<file path="src/rtl/wpd_pkg.sv">
package wpd_pkg;

  typedef enum logic [3:0] {
    ST_IDLE,
    ST_KEY1,
    ST_KEY2,
    ST_EXT1,
    ST_EXT2,
    ST_EXT3,
    ST_ARMED,
    ST_LOADING,
    ST_SETTLE
  } guard_state_e;

  typedef enum logic [2:0] {
    TK_NONE,
    TK_KEY1,
    TK_KEY2,
    TK_LOCK,
    TK_EXT,
    TK_FREE
  } cmd_tok_e;

  localparam logic [7:0] KEY1_BYTE = 8'hAA;
  localparam logic [7:0] KEY2_BYTE = 8'h55;
  localparam logic [7:0] LOCK_BYTE = 8'hA0;
  localparam logic [7:0] EXT_BYTE  = 8'h80;
  localparam logic [7:0] FREE_BYTE = 8'h20;

endpackage

</file>
<file path="src/rtl/wpd_rst_sync.sv">
module wpd_rst_sync #(
  parameter int STAGES = 2
) (
  input  logic clk,
  input  logic rst_n,
  output logic rst_sync_n
);

  logic [STAGES-1:0] chain_q;

  always_ff @(posedge clk or negedge rst_n) begin
    if (!rst_n) begin
      chain_q <= '0;
    end else begin
      chain_q <= {chain_q[STAGES-2:0], 1'b1};
    end
  end

  assign rst_sync_n = chain_q[STAGES-1];

endmodule

</file>
<file path="src/rtl/wpd_tok_decode.sv">
module wpd_tok_decode
  import wpd_pkg::*;
#(
  parameter int              ADDR_W   = 15,
  parameter int              DATA_W   = 8,
  parameter logic [ADDR_W-1:0] LO_ADDR = ADDR_W'(15'h5555),
  parameter logic [ADDR_W-1:0] HI_ADDR = ADDR_W'(15'h2AAA)
) (
  input  logic [ADDR_W-1:0] addr_i,
  input  logic [DATA_W-1:0] data_i,
  output cmd_tok_e          tok_o
);

  logic at_lo;
  logic at_hi;

  assign at_lo = (addr_i == LO_ADDR);
  assign at_hi = (addr_i == HI_ADDR);

  always_comb begin
    tok_o = TK_NONE;
    if (at_lo && data_i == DATA_W'(KEY1_BYTE)) begin
      tok_o = TK_KEY1;
    end else if (at_hi && data_i == DATA_W'(KEY2_BYTE)) begin
      tok_o = TK_KEY2;
    end else if (at_lo && data_i == DATA_W'(LOCK_BYTE)) begin
      tok_o = TK_LOCK;
    end else if (at_lo && data_i == DATA_W'(EXT_BYTE)) begin
      tok_o = TK_EXT;
    end else if (at_lo && data_i == DATA_W'(FREE_BYTE)) begin
      tok_o = TK_FREE;
    end
  end

endmodule

</file>
<file path="src/rtl/wpd_interval_timer.sv">
module wpd_interval_timer #(
  parameter int LIMIT = 5000
) (
  input  logic clk,
  input  logic rst_n,
  input  logic clear_i,
  input  logic run_i,
  output logic expire_o
);

  localparam int CW = $clog2(LIMIT + 1);
  localparam logic [CW-1:0] LAST = CW'(LIMIT - 1);

  logic [CW-1:0] cnt_q;
  logic [CW-1:0] cnt_n;
  logic          cnt_en;

  assign expire_o = run_i && !clear_i && (cnt_q == LAST);

  always_comb begin
    cnt_n  = cnt_q;
    cnt_en = 1'b0;
    if (clear_i || !run_i || expire_o) begin
      cnt_n  = '0;
      cnt_en = (cnt_q != '0);
    end else begin
      cnt_n  = cnt_q + 1'b1;
      cnt_en = 1'b1;
    end
  end

  always_ff @(posedge clk or negedge rst_n) begin
    if (!rst_n) begin
      cnt_q <= '0;
    end else if (cnt_en) begin
      cnt_q <= cnt_n;
    end
  end

  p_cnt_bound_r6: assert property (@(posedge clk) disable iff (!rst_n)
    cnt_q < CW'(LIMIT));

  p_expire_resets_r6: assert property (@(posedge clk) disable iff (!rst_n)
    expire_o |=> (cnt_q == '0));

endmodule

</file>
<file path="src/rtl/wp_cmd_guard.sv">
module wp_cmd_guard
  import wpd_pkg::*;
#(
  parameter int ADDR_W     = 15,
  parameter int DATA_W     = 8,
  parameter int GAP_CYCLES = 5000,
  parameter int CLR_CYCLES = 250000
) (
  input  logic              clk,
  input  logic              rst_n,
  input  logic              wr_stb_i,
  input  logic [ADDR_W-1:0] wr_addr_i,
  input  logic [DATA_W-1:0] wr_data_i,
  input  logic              prog_done_i,
  output logic              wr_pass_o,
  output logic              prot_on_o
);

  logic         rst_q_n;
  cmd_tok_e     tok;
  guard_state_e state_q;
  guard_state_e state_n;
  logic         prot_q;
  logic         prot_n;
  logic         gap_run;
  logic         gap_exp;
  logic         settle_run;
  logic         settle_exp;
  logic         in_seq;

  wpd_rst_sync #(.STAGES(2)) u_rst (
    .clk        (clk),
    .rst_n      (rst_n),
    .rst_sync_n (rst_q_n)
  );

  wpd_tok_decode #(
    .ADDR_W (ADDR_W),
    .DATA_W (DATA_W)
  ) u_dec (
    .addr_i (wr_addr_i),
    .data_i (wr_data_i),
    .tok_o  (tok)
  );

  assign in_seq = (state_q == ST_KEY1) || (state_q == ST_KEY2) ||
                  (state_q == ST_EXT1) || (state_q == ST_EXT2) ||
                  (state_q == ST_EXT3);

  assign gap_run    = in_seq || (state_q == ST_ARMED);
  assign settle_run = (state_q == ST_SETTLE);

  wpd_interval_timer #(.LIMIT(GAP_CYCLES)) u_gap (
    .clk      (clk),
    .rst_n    (rst_q_n),
    .clear_i  (wr_stb_i),
    .run_i    (gap_run),
    .expire_o (gap_exp)
  );

  wpd_interval_timer #(.LIMIT(CLR_CYCLES)) u_settle (
    .clk      (clk),
    .rst_n    (rst_q_n),
    .clear_i  (!settle_run),
    .run_i    (settle_run),
    .expire_o (settle_exp)
  );

  // next-state
  always_comb begin
    state_n = state_q;
    prot_n  = prot_q;
    unique case (state_q)
      ST_IDLE: begin
        if (wr_stb_i && tok == TK_KEY1) state_n = ST_KEY1;
      end
      ST_KEY1: begin
        if (wr_stb_i)     state_n = (tok == TK_KEY2) ? ST_KEY2 : ST_IDLE;
        else if (gap_exp) state_n = ST_IDLE;
      end
      ST_KEY2: begin
        if (wr_stb_i) begin
          if (tok == TK_LOCK) begin
            state_n = ST_ARMED;
            prot_n  = 1'b1;
          end else if (tok == TK_EXT) begin
            state_n = ST_EXT1;
          end else begin
            state_n = ST_IDLE;
          end
        end else if (gap_exp) begin
          state_n = ST_IDLE;
        end
      end
      ST_EXT1: begin
        if (wr_stb_i)     state_n = (tok == TK_KEY1) ? ST_EXT2 : ST_IDLE;
        else if (gap_exp) state_n = ST_IDLE;
      end
      ST_EXT2: begin
        if (wr_stb_i)     state_n = (tok == TK_KEY2) ? ST_EXT3 : ST_IDLE;
        else if (gap_exp) state_n = ST_IDLE;
      end
      ST_EXT3: begin
        if (wr_stb_i)     state_n = (tok == TK_FREE) ? ST_SETTLE : ST_IDLE;
        else if (gap_exp) state_n = ST_IDLE;
      end
      ST_ARMED: begin
        if (wr_stb_i)     state_n = ST_LOADING;
        else if (gap_exp) state_n = ST_IDLE;
      end
      ST_LOADING: begin
        if (prog_done_i) state_n = ST_IDLE;
      end
      ST_SETTLE: begin
        if (settle_exp) begin
          state_n = ST_IDLE;
          prot_n  = 1'b0;
        end
      end
      default: state_n = ST_IDLE;
    endcase
  end

  // strobe gate
  always_comb begin
    unique case (state_q)
      ST_ARMED, ST_LOADING: wr_pass_o = wr_stb_i;
      ST_SETTLE:            wr_pass_o = 1'b0;
      ST_EXT3:              wr_pass_o = wr_stb_i && !prot_q && (tok != TK_FREE);
      default:              wr_pass_o = wr_stb_i && !prot_q;
    endcase
  end

  // registers
  always_ff @(posedge clk or negedge rst_q_n) begin
    if (!rst_q_n) begin
      state_q <= ST_IDLE;
      prot_q  <= 1'b0;
    end else begin
      if (state_n != state_q) state_q <= state_n;
      if (prot_n != prot_q)   prot_q  <= prot_n;
    end
  end

  assign prot_on_o = prot_q;

  p_pass_needs_stb_r4: assert property (@(posedge clk) disable iff (!rst_q_n)
    wr_pass_o |-> wr_stb_i);

  p_rise_on_unlock_r2: assert property (@(posedge clk) disable iff (!rst_q_n)
    $rose(prot_q) |-> $past(state_q == ST_KEY2 && wr_stb_i && tok == TK_LOCK));

  p_fall_after_settle_r7: assert property (@(posedge clk) disable iff (!rst_q_n)
    $fell(prot_q) |-> $past(state_q == ST_SETTLE));

  p_final_step_waits_r7: assert property (@(posedge clk) disable iff (!rst_q_n)
    (state_q == ST_EXT3 && wr_stb_i && tok == TK_FREE)
      |=> (state_q == ST_SETTLE && prot_q == $past(prot_q)));

  p_mismatch_idle_r5: assert property (@(posedge clk) disable iff (!rst_q_n)
    (state_q == ST_KEY1 && wr_stb_i && tok != TK_KEY2) |=> (state_q == ST_IDLE));

  p_load_ends_r3: assert property (@(posedge clk) disable iff (!rst_q_n)
    (state_q == ST_LOADING && prog_done_i) |=> (state_q == ST_IDLE));

  p_settle_blocks_r7: assert property (@(posedge clk) disable iff (!rst_q_n)
    (state_q == ST_SETTLE) |-> !wr_pass_o);

endmodule

</file>
<file path="config.mk">
export PLATFORM = sky130hd
export DESIGN_NAME = wp_cmd_guard
export DESIGN_NICKNAME = d
export VERILOG_FILES = /design/src/rtl/wpd_pkg.sv /design/src/rtl/wpd_rst_sync.sv /design/src/rtl/wpd_tok_decode.sv /design/src/rtl/wpd_interval_timer.sv /design/src/rtl/wp_cmd_guard.sv
export SDC_FILE = /design/constraint.sdc
export NUM_CORES = 1
export LEC_CHECK = 0
export ABC_AREA = 1
export ABC_CLOCK_PERIOD_IN_PS = 2400
export BUFFER_PORTS_ARGS = -buffer_cell sky130_fd_sc_hd__buf_2
export CAP_MARGIN = 20
export CORE_MARGIN = 1
export CORE_UTILIZATION = 63
export CTS_CLUSTER_DIAMETER = 120
export DETAILED_ROUTE_END_ITERATION = 10
export MAX_ROUTING_LAYER = met4
export PLACE_DENSITY = 0.89
export SLEW_MARGIN = 20
export SYNTH_ARGS = -nofsm -noshare
export SYNTH_HDL_FRONTEND = slang
export SYNTH_SLANG_ARGS = --single-unit
</file>
<file path="constraint.sdc">
create_clock -name clk -period 2.4 [get_ports clk]
set_input_delay 0.24 -clock clk [delete_from_list [all_inputs] [get_ports clk]]
set_output_delay 0.24 -clock clk [all_outputs]
set_load 0.05 [all_outputs]
</file>
==> results of run 1 <==
power by group:
group          total [mW]  leakage (nW)  internal (mW)  switching [mW]
clock               0.464        0.0472          0.231           0.232
sequential          0.643         0.522          0.642         0.00106
combinational      0.0825         0.856         0.0300          0.0525
total                1.19          1.43          0.903           0.286
stage by stage:
stage / power, mW / utilization, % / std cells
after floorplan: 0.700 / - / 393
after global placement: 0.736 / 70.7 / 469
after detailed placement: 0.738 / 70.7 / 469
after CTS: 1.19 / 73.4 / 478
after global routing: 1.23 / 73.4 / 478
final: 1.19 / 73.4 / 478
cells by family after synthesis:
kind of cell,synth area share [%]
AND/OR/NAND/NOR,41.7
adder cells (fa/ha/maj),1.90
AO/OA/AOI/OAI,7.30
XOR/XNOR,3.32
other,0.142
buffers and inverters,9.62
flip-flops,36.0
area by class of cell:
type / instances / area (um^2) / share of cell area [%]
sequential: 38 / 951 / 32.4
clock inverter: 2 / 12.5 / 0.426
tap: 50 / 62.6 / 2.13
inverter: 62 / 233 / 7.93
timing repair buffer: 30 / 158 / 5.37
clock buffer: 6 / 82.6 / 2.81
multi-input combinational: 290 / 1440 / 48.9
path summary, 6_finish.rpt:
check,start,endpoint,slack (ps),cells past startpoint
max in group asynchronous,u_rst.chain_q[1],u_settle.cnt_q[12],1800,1
min,rst_n,u_rst.chain_q[0],260,2
max,state_q[2],wr_pass_o,400,7
min in group clk,prog_done_i,state_q[2],330,4
min reg2reg,u_rst.chain_q[1],u_gap.cnt_q[2],290,1
max reg2reg,u_settle.cnt_q[0],u_settle.cnt_q[15],630,10
worst max-delay path, stage by stage, from the launching register on:
cell	delay, ps
sky130_fd_sc_hd__dfrtp_1	370
sky130_fd_sc_hd__inv_1	80
sky130_fd_sc_hd__nor2_1	190
sky130_fd_sc_hd__nand3_1	160
sky130_fd_sc_hd__inv_1	120
sky130_fd_sc_hd__a21oi_1	70
sky130_fd_sc_hd__o31ai_1	170
sky130_fd_sc_hd__buf_2	300
layer usage:
metal	vias to the layer above	global-route usage [%]
met5	-	-
met3	12	4.62
met4	0	8.24
li1	1316	-
met1	1119	32.5
met2	56	46.8
state kept, by name, indices dropped and copies added, names as in the netlist:
name	flops
state_q	4
u_rst.chain_q	2
prot_on_o	1
u_settle.cnt_q	18
u_gap.cnt_q	13
cells in the mapped netlist:
cell type / number
sky130_fd_sc_hd__dfrtp_1: 38
sky130_fd_sc_hd__nor3_2: 3
sky130_fd_sc_hd__nor3_1: 13
sky130_fd_sc_hd__nor2_4: 1
sky130_fd_sc_hd__buf_2: 2
sky130_fd_sc_hd__o21bai_1: 1
sky130_fd_sc_hd__o21ai_1: 4
sky130_fd_sc_hd__nand4_1: 7
sky130_fd_sc_hd__nor4_4: 1
sky130_fd_sc_hd__nor2_2: 4
sky130_fd_sc_hd__o21a_1: 2
sky130_fd_sc_hd__nor3b_1: 1
sky130_fd_sc_hd__conb_1: 1
sky130_fd_sc_hd__o31ai_1: 2
sky130_fd_sc_hd__nand2_1: 81
sky130_fd_sc_hd__a211oi_1: 1
sky130_fd_sc_hd__nand3_2: 4
sky130_fd_sc_hd__xnor2_1: 3
sky130_fd_sc_hd__o211ai_1: 1
sky130_fd_sc_hd__nand3_1: 38
sky130_fd_sc_hd__nor3_4: 1
sky130_fd_sc_hd__o211a_1: 1
sky130_fd_sc_hd__nand2_2: 4
sky130_fd_sc_hd__inv_1: 58
sky130_fd_sc_hd__xor2_1: 7
sky130_fd_sc_hd__nor4_1: 3
sky130_fd_sc_hd__ha_1: 4
sky130_fd_sc_hd__a21oi_1: 15
sky130_fd_sc_hd__or2_0: 1
sky130_fd_sc_hd__nor2_1: 79
sky130_fd_sc_hd__o21ai_0: 7
sky130_fd_sc_hd__buf_6: 1
sky130_fd_sc_hd__inv_2: 4
==> flow_summary.toml, run 1 <==
[route]
firstDrtPassIters = 4
remaining_drc_errors = 0
drtIter0Drc = 113
routedWlPerCell_um = 11.2
route.layer.met1.wl_mm = 2.50
dr_wl_met2_mm = 2.60
vias_per_cell = 5.24
drt_wl_total_mm = 5.37
route.vias.total = 2503
met3_wirelength_um = 177
dr.max_layer_used = "met4"
number_of_antenna_violating_nets_in_the_routed_design = 0

[clock_tree]
htree_num_levels = 2
cts.path.max_buffers = 2
clk_root_buffer_cell = "sky130_fd_sc_hd__clkbuf_8"
cts.sinks = 38
tritoncts.num_buffers = 5
clk_latency_ps = 280
tritoncts = "built"
clkSlewWorstSetupHoldPaths_ps = 80
cts-resized-gates = 0
post_cts_hold_buffer_count = 1
post_cts_buffers = 0

[floorplanning]
initial_core_util_pct = 66.0
floorplan.core_area_um2 = 4000
die-height_um = 66.7
ioPinCount = 29
die_area_um2 = 4450
rows = 23
die_w_um = 66.7

[grt]
grt_pass1_vias = 2288
grt_overflow_total = 0
wire_length_of_the_first_global_routing_pass_mm = 9.15
grt_start_max_net_pins = 37
grt.total_usage_pct = 27.2
grt_antenna_before_repair = 0

[timing]
postLayoutSetupSlackWorst_ps = 405
rsz0062_at_grt = "no"
fmaxAchievable_ghz = 0.501
setup_viol_count_final = 0
timing.setup.tns_ps = 0
final_hold_vios = 0
period_share_pct = 83.1
finClkSkew_ps = 4.11
finalWorstPathRequiredPeriod_ps = 2000
holdWs_ps = 261
final-max-slew-violation-count = 0

[layout]
n_fill_cell = 336
layout_cell_share_with_drive_strength_beyond_1_pct = 13.8
layout-area-overhead-vs-synth_pct = 11.1
layout_commonest_cell = "sky130_fd_sc_hd__nand2_1"
antenna_cells_inserted = 0
commonest_cells_after_routing_fill_and_taps_aside = "sky130_fd_sc_hd__nand2_1 (81), sky130_fd_sc_hd__nor2_1 (79), sky130_fd_sc_hd__inv_1 (58), sky130_fd_sc_hd__nand3_1 (38), sky130_fd_sc_hd__dfrtp_1 (38)"
final_net_count = 458
finalInstanceArea_um2 = 2930

[run]
max-cap-violations = 0

[power_and_ir_drop]
total_leakage_power_nw = 1.43
peakVddDrop_mv = 0.471
power.density_cell_area_nw_per_um2 = 405

[min_path]
worst_hold_check_path_type = "in -> async"

[placement]
weighted_congestion_reported_at_the_end_of_routability_driven_placement = 0.987
post_dp_cell_area_um2 = 2830
place_hpwl_mm = 4.18
dp_worst_setup_slack_ps = 653
port_buffers = 28

[synthesis]
synthDominantCellAreaShare_pct = 36.0
synth_top_area_cell = "sky130_fd_sc_hd__dfrtp_1"
syn-instance-count = 393
synth.yosys.warnings = 0
syn_area_per_cell_um2 = 6.72
post_synth_instance_area_um2 = 2640
netlist-cell-type-count = 33
seq_area_frac_synth_pct = 36.0
synth.area.top_cells = "sky130_fd_sc_hd__dfrtp_1 (36%), sky130_fd_sc_hd__nand2_1 (12%), sky130_fd_sc_hd__nor2_1 (11%)"
postSynthRegisterBits = 38
synth_fp_nets = 424

[critical_path]
start_to_end_type_of_the_worst_setup_path = "reg -> out"
end_kind = "output port"
worst-endpoint-required_ps = 2160
worst-path-max-fanout = 4
critPathLaunchType = "flip-flop"
data_arrival_critical_path_ps = 1760

[run_status]
run_status = "finished clean"
(Power assumes the default switching activity.)
==> run 2, diff against run 1 <==
--- a/config.mk
+++ b/config.mk
@@ -6,15 +6,15 @@
 export NUM_CORES = 1
 export LEC_CHECK = 0
 export ABC_AREA = 1
-export ABC_CLOCK_PERIOD_IN_PS = 2400
+export ABC_CLOCK_PERIOD_IN_PS = 1800
 export BUFFER_PORTS_ARGS = -buffer_cell sky130_fd_sc_hd__buf_2
 export CAP_MARGIN = 20
 export CORE_MARGIN = 1
-export CORE_UTILIZATION = 63
+export CORE_UTILIZATION = 53
 export CTS_CLUSTER_DIAMETER = 120
 export DETAILED_ROUTE_END_ITERATION = 10
 export MAX_ROUTING_LAYER = met4
-export PLACE_DENSITY = 0.89
+export PLACE_DENSITY = 0.8
 export SLEW_MARGIN = 20
 export SYNTH_ARGS = -nofsm -noshare
 export SYNTH_HDL_FRONTEND = slang
==> constraint.sdc (replaced) <==
create_clock -name clk -period 1.8 [get_ports clk]
set_input_delay 0.18 -clock clk [delete_from_list [all_inputs] [get_ports clk]]
set_output_delay 0.18 -clock clk [all_outputs]
set_load 0.05 [all_outputs]
==> run 2 against run 1 <==
Against the previous run:
- sequential power rose by 33%
- die area is 18% higher
- critical path type unchanged
- non-clock buffer count is 11 higher
- setup slack lost 380 ps
==> flow_summary.toml, run 2 (synthesis results as in run 1) <==
[power_and_ir_drop]
part_of_the_total_power_dissipated_in_sequential_elements_pct = 54.3
clock_power_share_pct = 38.7
peakVddDrop_mv = 0.523
net-switching-power_uw = 376
power.density_cell_area_nw_per_um2 = 509
totalPowerFinal_mw = 1.58
comb_power_share_pct = 7.0
switching_share_pct = 23.8
total_leakage_power_nw = 1.48
cellInternalPower_mw = 1.21

[layout]
regMostFlops = "u_settle.cnt_q"
layout_cell_share_with_drive_strength_beyond_1_pct = 18.9
layout_commonest_cell = "sky130_fd_sc_hd__nand2_1"
antenna_cells_inserted = 0
biggestRegsByFlops = "u_settle.cnt_q x18, u_gap.cnt_q x13, state_q x4"
largest_register_ffs = 18
layout-area-overhead-vs-synth_pct = 17.6
final_net_count = 469
commonest_cells_after_routing_fill_and_taps_aside = "sky130_fd_sc_hd__nand2_1 (81), sky130_fd_sc_hd__nor2_1 (78), sky130_fd_sc_hd__inv_1 (54), sky130_fd_sc_hd__nand3_1 (36), sky130_fd_sc_hd__dfrtp_1 (35)"

[clock_tree]
cts.path.max_buffers = 2
tritoncts.num_buffers = 5
tritoncts = "built"
htree_num_levels = 2
clk_latency_ps = 290
clk_root_buffer_cell = "sky130_fd_sc_hd__clkbuf_8"
cts.sinks = 38
clkSlewWorstSetupHoldPaths_ps = 80

[grt]
grt_antenna_before_repair = 0
grt.total_usage_pct = 24.8
wire_length_of_the_first_global_routing_pass_mm = 9.95
grt_start_max_net_pins = 37
grt_overflow_total = 0
grt_pass1_vias = 2471

[timing]
finalWorstPathRequiredPeriod_ps = 1770
setup_viol_count_final = 0
fmaxAchievable_ghz = 0.564
timing.setup.tns_ps = 0
finClkSkew_ps = 10.2
final-max-slew-violation-count = 0
rsz0062_at_grt = "yes"
period_share_pct = 98.6
final_hold_vios = 0

[min_path]
worst_hold_check_path_type = "in -> async"

[critical_path]
r2r-start = "state_q[1]"
worst-endpoint-required_ps = 1620
critPathLaunchType = "flip-flop"
critical_r2r_capture = "state_q[2]"
start_to_end_type_of_the_worst_setup_path = "reg -> out"
data_arrival_critical_path_ps = 1590
worst-r2r-setup-slack_ps = 140
worst-path-max-fanout = 4
worst_r2r_path_depth = 11
end_kind = "output port"

[route]
drt_wl_total_mm = 5.78
met3_wirelength_um = 271
firstDrtPassIters = 5
dr.max_layer_used = "met4"
dr_wl_met2_mm = 2.71
route.layer.met1.wl_mm = 2.63
vias_per_cell = 5.10
remaining_drc_errors = 0
routedWlPerCell_um = 11.4
route.vias.total = 2581
number_of_antenna_violating_nets_in_the_routed_design = 0
drtIter0Drc = 150

[run]
max-cap-violations = 0

[placement]
port_buffers = 28
weighted_congestion_reported_at_the_end_of_routability_driven_placement = 0.911
place_hpwl_mm = 4.37

[floorplanning]
die_area_um2 = 5270
rows = 25
initial_core_util_pct = 55.5
die-height_um = 72.6
floorplan.core_area_um2 = 4750
die_w_um = 72.6
ioPinCount = 29

[run_status]
run_status = "finished clean"
## run 2: cell types whose count changed in the layout (fill, tap and decap cells not counted), sizes merged
cell	change
buf	+11
## run 2: per-stage QoR
step	setup WS [ps]	std cells	hold WS (ps)	instance area [um^2]	util, %
floorplan	12.9	393	-116	2650	-
global placement	198	489	-35.0	2880	60.5
detailed placement	95.0	489	-34.1	2880	60.5
CTS	37.2	506	189	3090	65.0
global route	-46.3	506	179	3100	65.3
finish	25.5	506	188	3100	65.3
## run 2: power groups by stage
stage | Sequential (mW) | Clock (mW) | Combinational [mW]
2_1_floorplan | 0.888 | 0 | 0.0450
3_5_place_dp | 0.875 | 0 | 0.110
6_report | 0.858 | 0.612 | 0.111
5_1_grt | 0.858 | 0.672 | 0.131
3_3_place_gp | 0.874 | 0 | 0.108
4_1_cts | 0.858 | 0.629 | 0.113
## run 2: critical path, cell delays in order, from the launching register on
cell and delay, ps:
sky130_fd_sc_hd__dfrtp_2 430, sky130_fd_sc_hd__nor2_4 60, sky130_fd_sc_hd__nand3_2 70, sky130_fd_sc_hd__inv_1 100, sky130_fd_sc_hd__a21oi_2 180, sky130_fd_sc_hd__a21oi_4 50
sky130_fd_sc_hd__o31ai_4 220, sky130_fd_sc_hd__buf_6 200
## run 2: how the worst max path moves through the flow
stage               start        end
3_3_place_gp   state_q[2]  wr_pass_o
6_report       state_q[1]  wr_pass_o
2_1_floorplan  state_q[2]  wr_pass_o
3_5_place_dp   state_q[2]  wr_pass_o
4_1_cts        state_q[1]  wr_pass_o
5_1_grt        state_q[3]  wr_pass_o
## run 2: per-layer routing
metal / up-vias / track usage (%)
met3: 18 / 6.08
met1: 1146 / 30.4
li1: 1337 / -
met4: 0 / 10.7
met2: 80 / 38.9
met5: - / -
## run 2: cell type report
cell class / instances / area [um^2]
fillers: 431 / 1650
multi-input cells: 290 / 1490
flip-flops and latches: 38 / 955
repair buffers: 41 / 246
inverters: 62 / 233
well taps: 67 / 83.8
clock buffers: 6 / 82.6
clock inverters: 2 / 12.5
## run 2: timing repair
action	in CTS	in global routing
hold buffers	1	0
hold endpoints to repair	2	0
resized for setup	16	3
pin swaps	5	5
buffers inserted	8	0
setup endpoints to repair	1	4
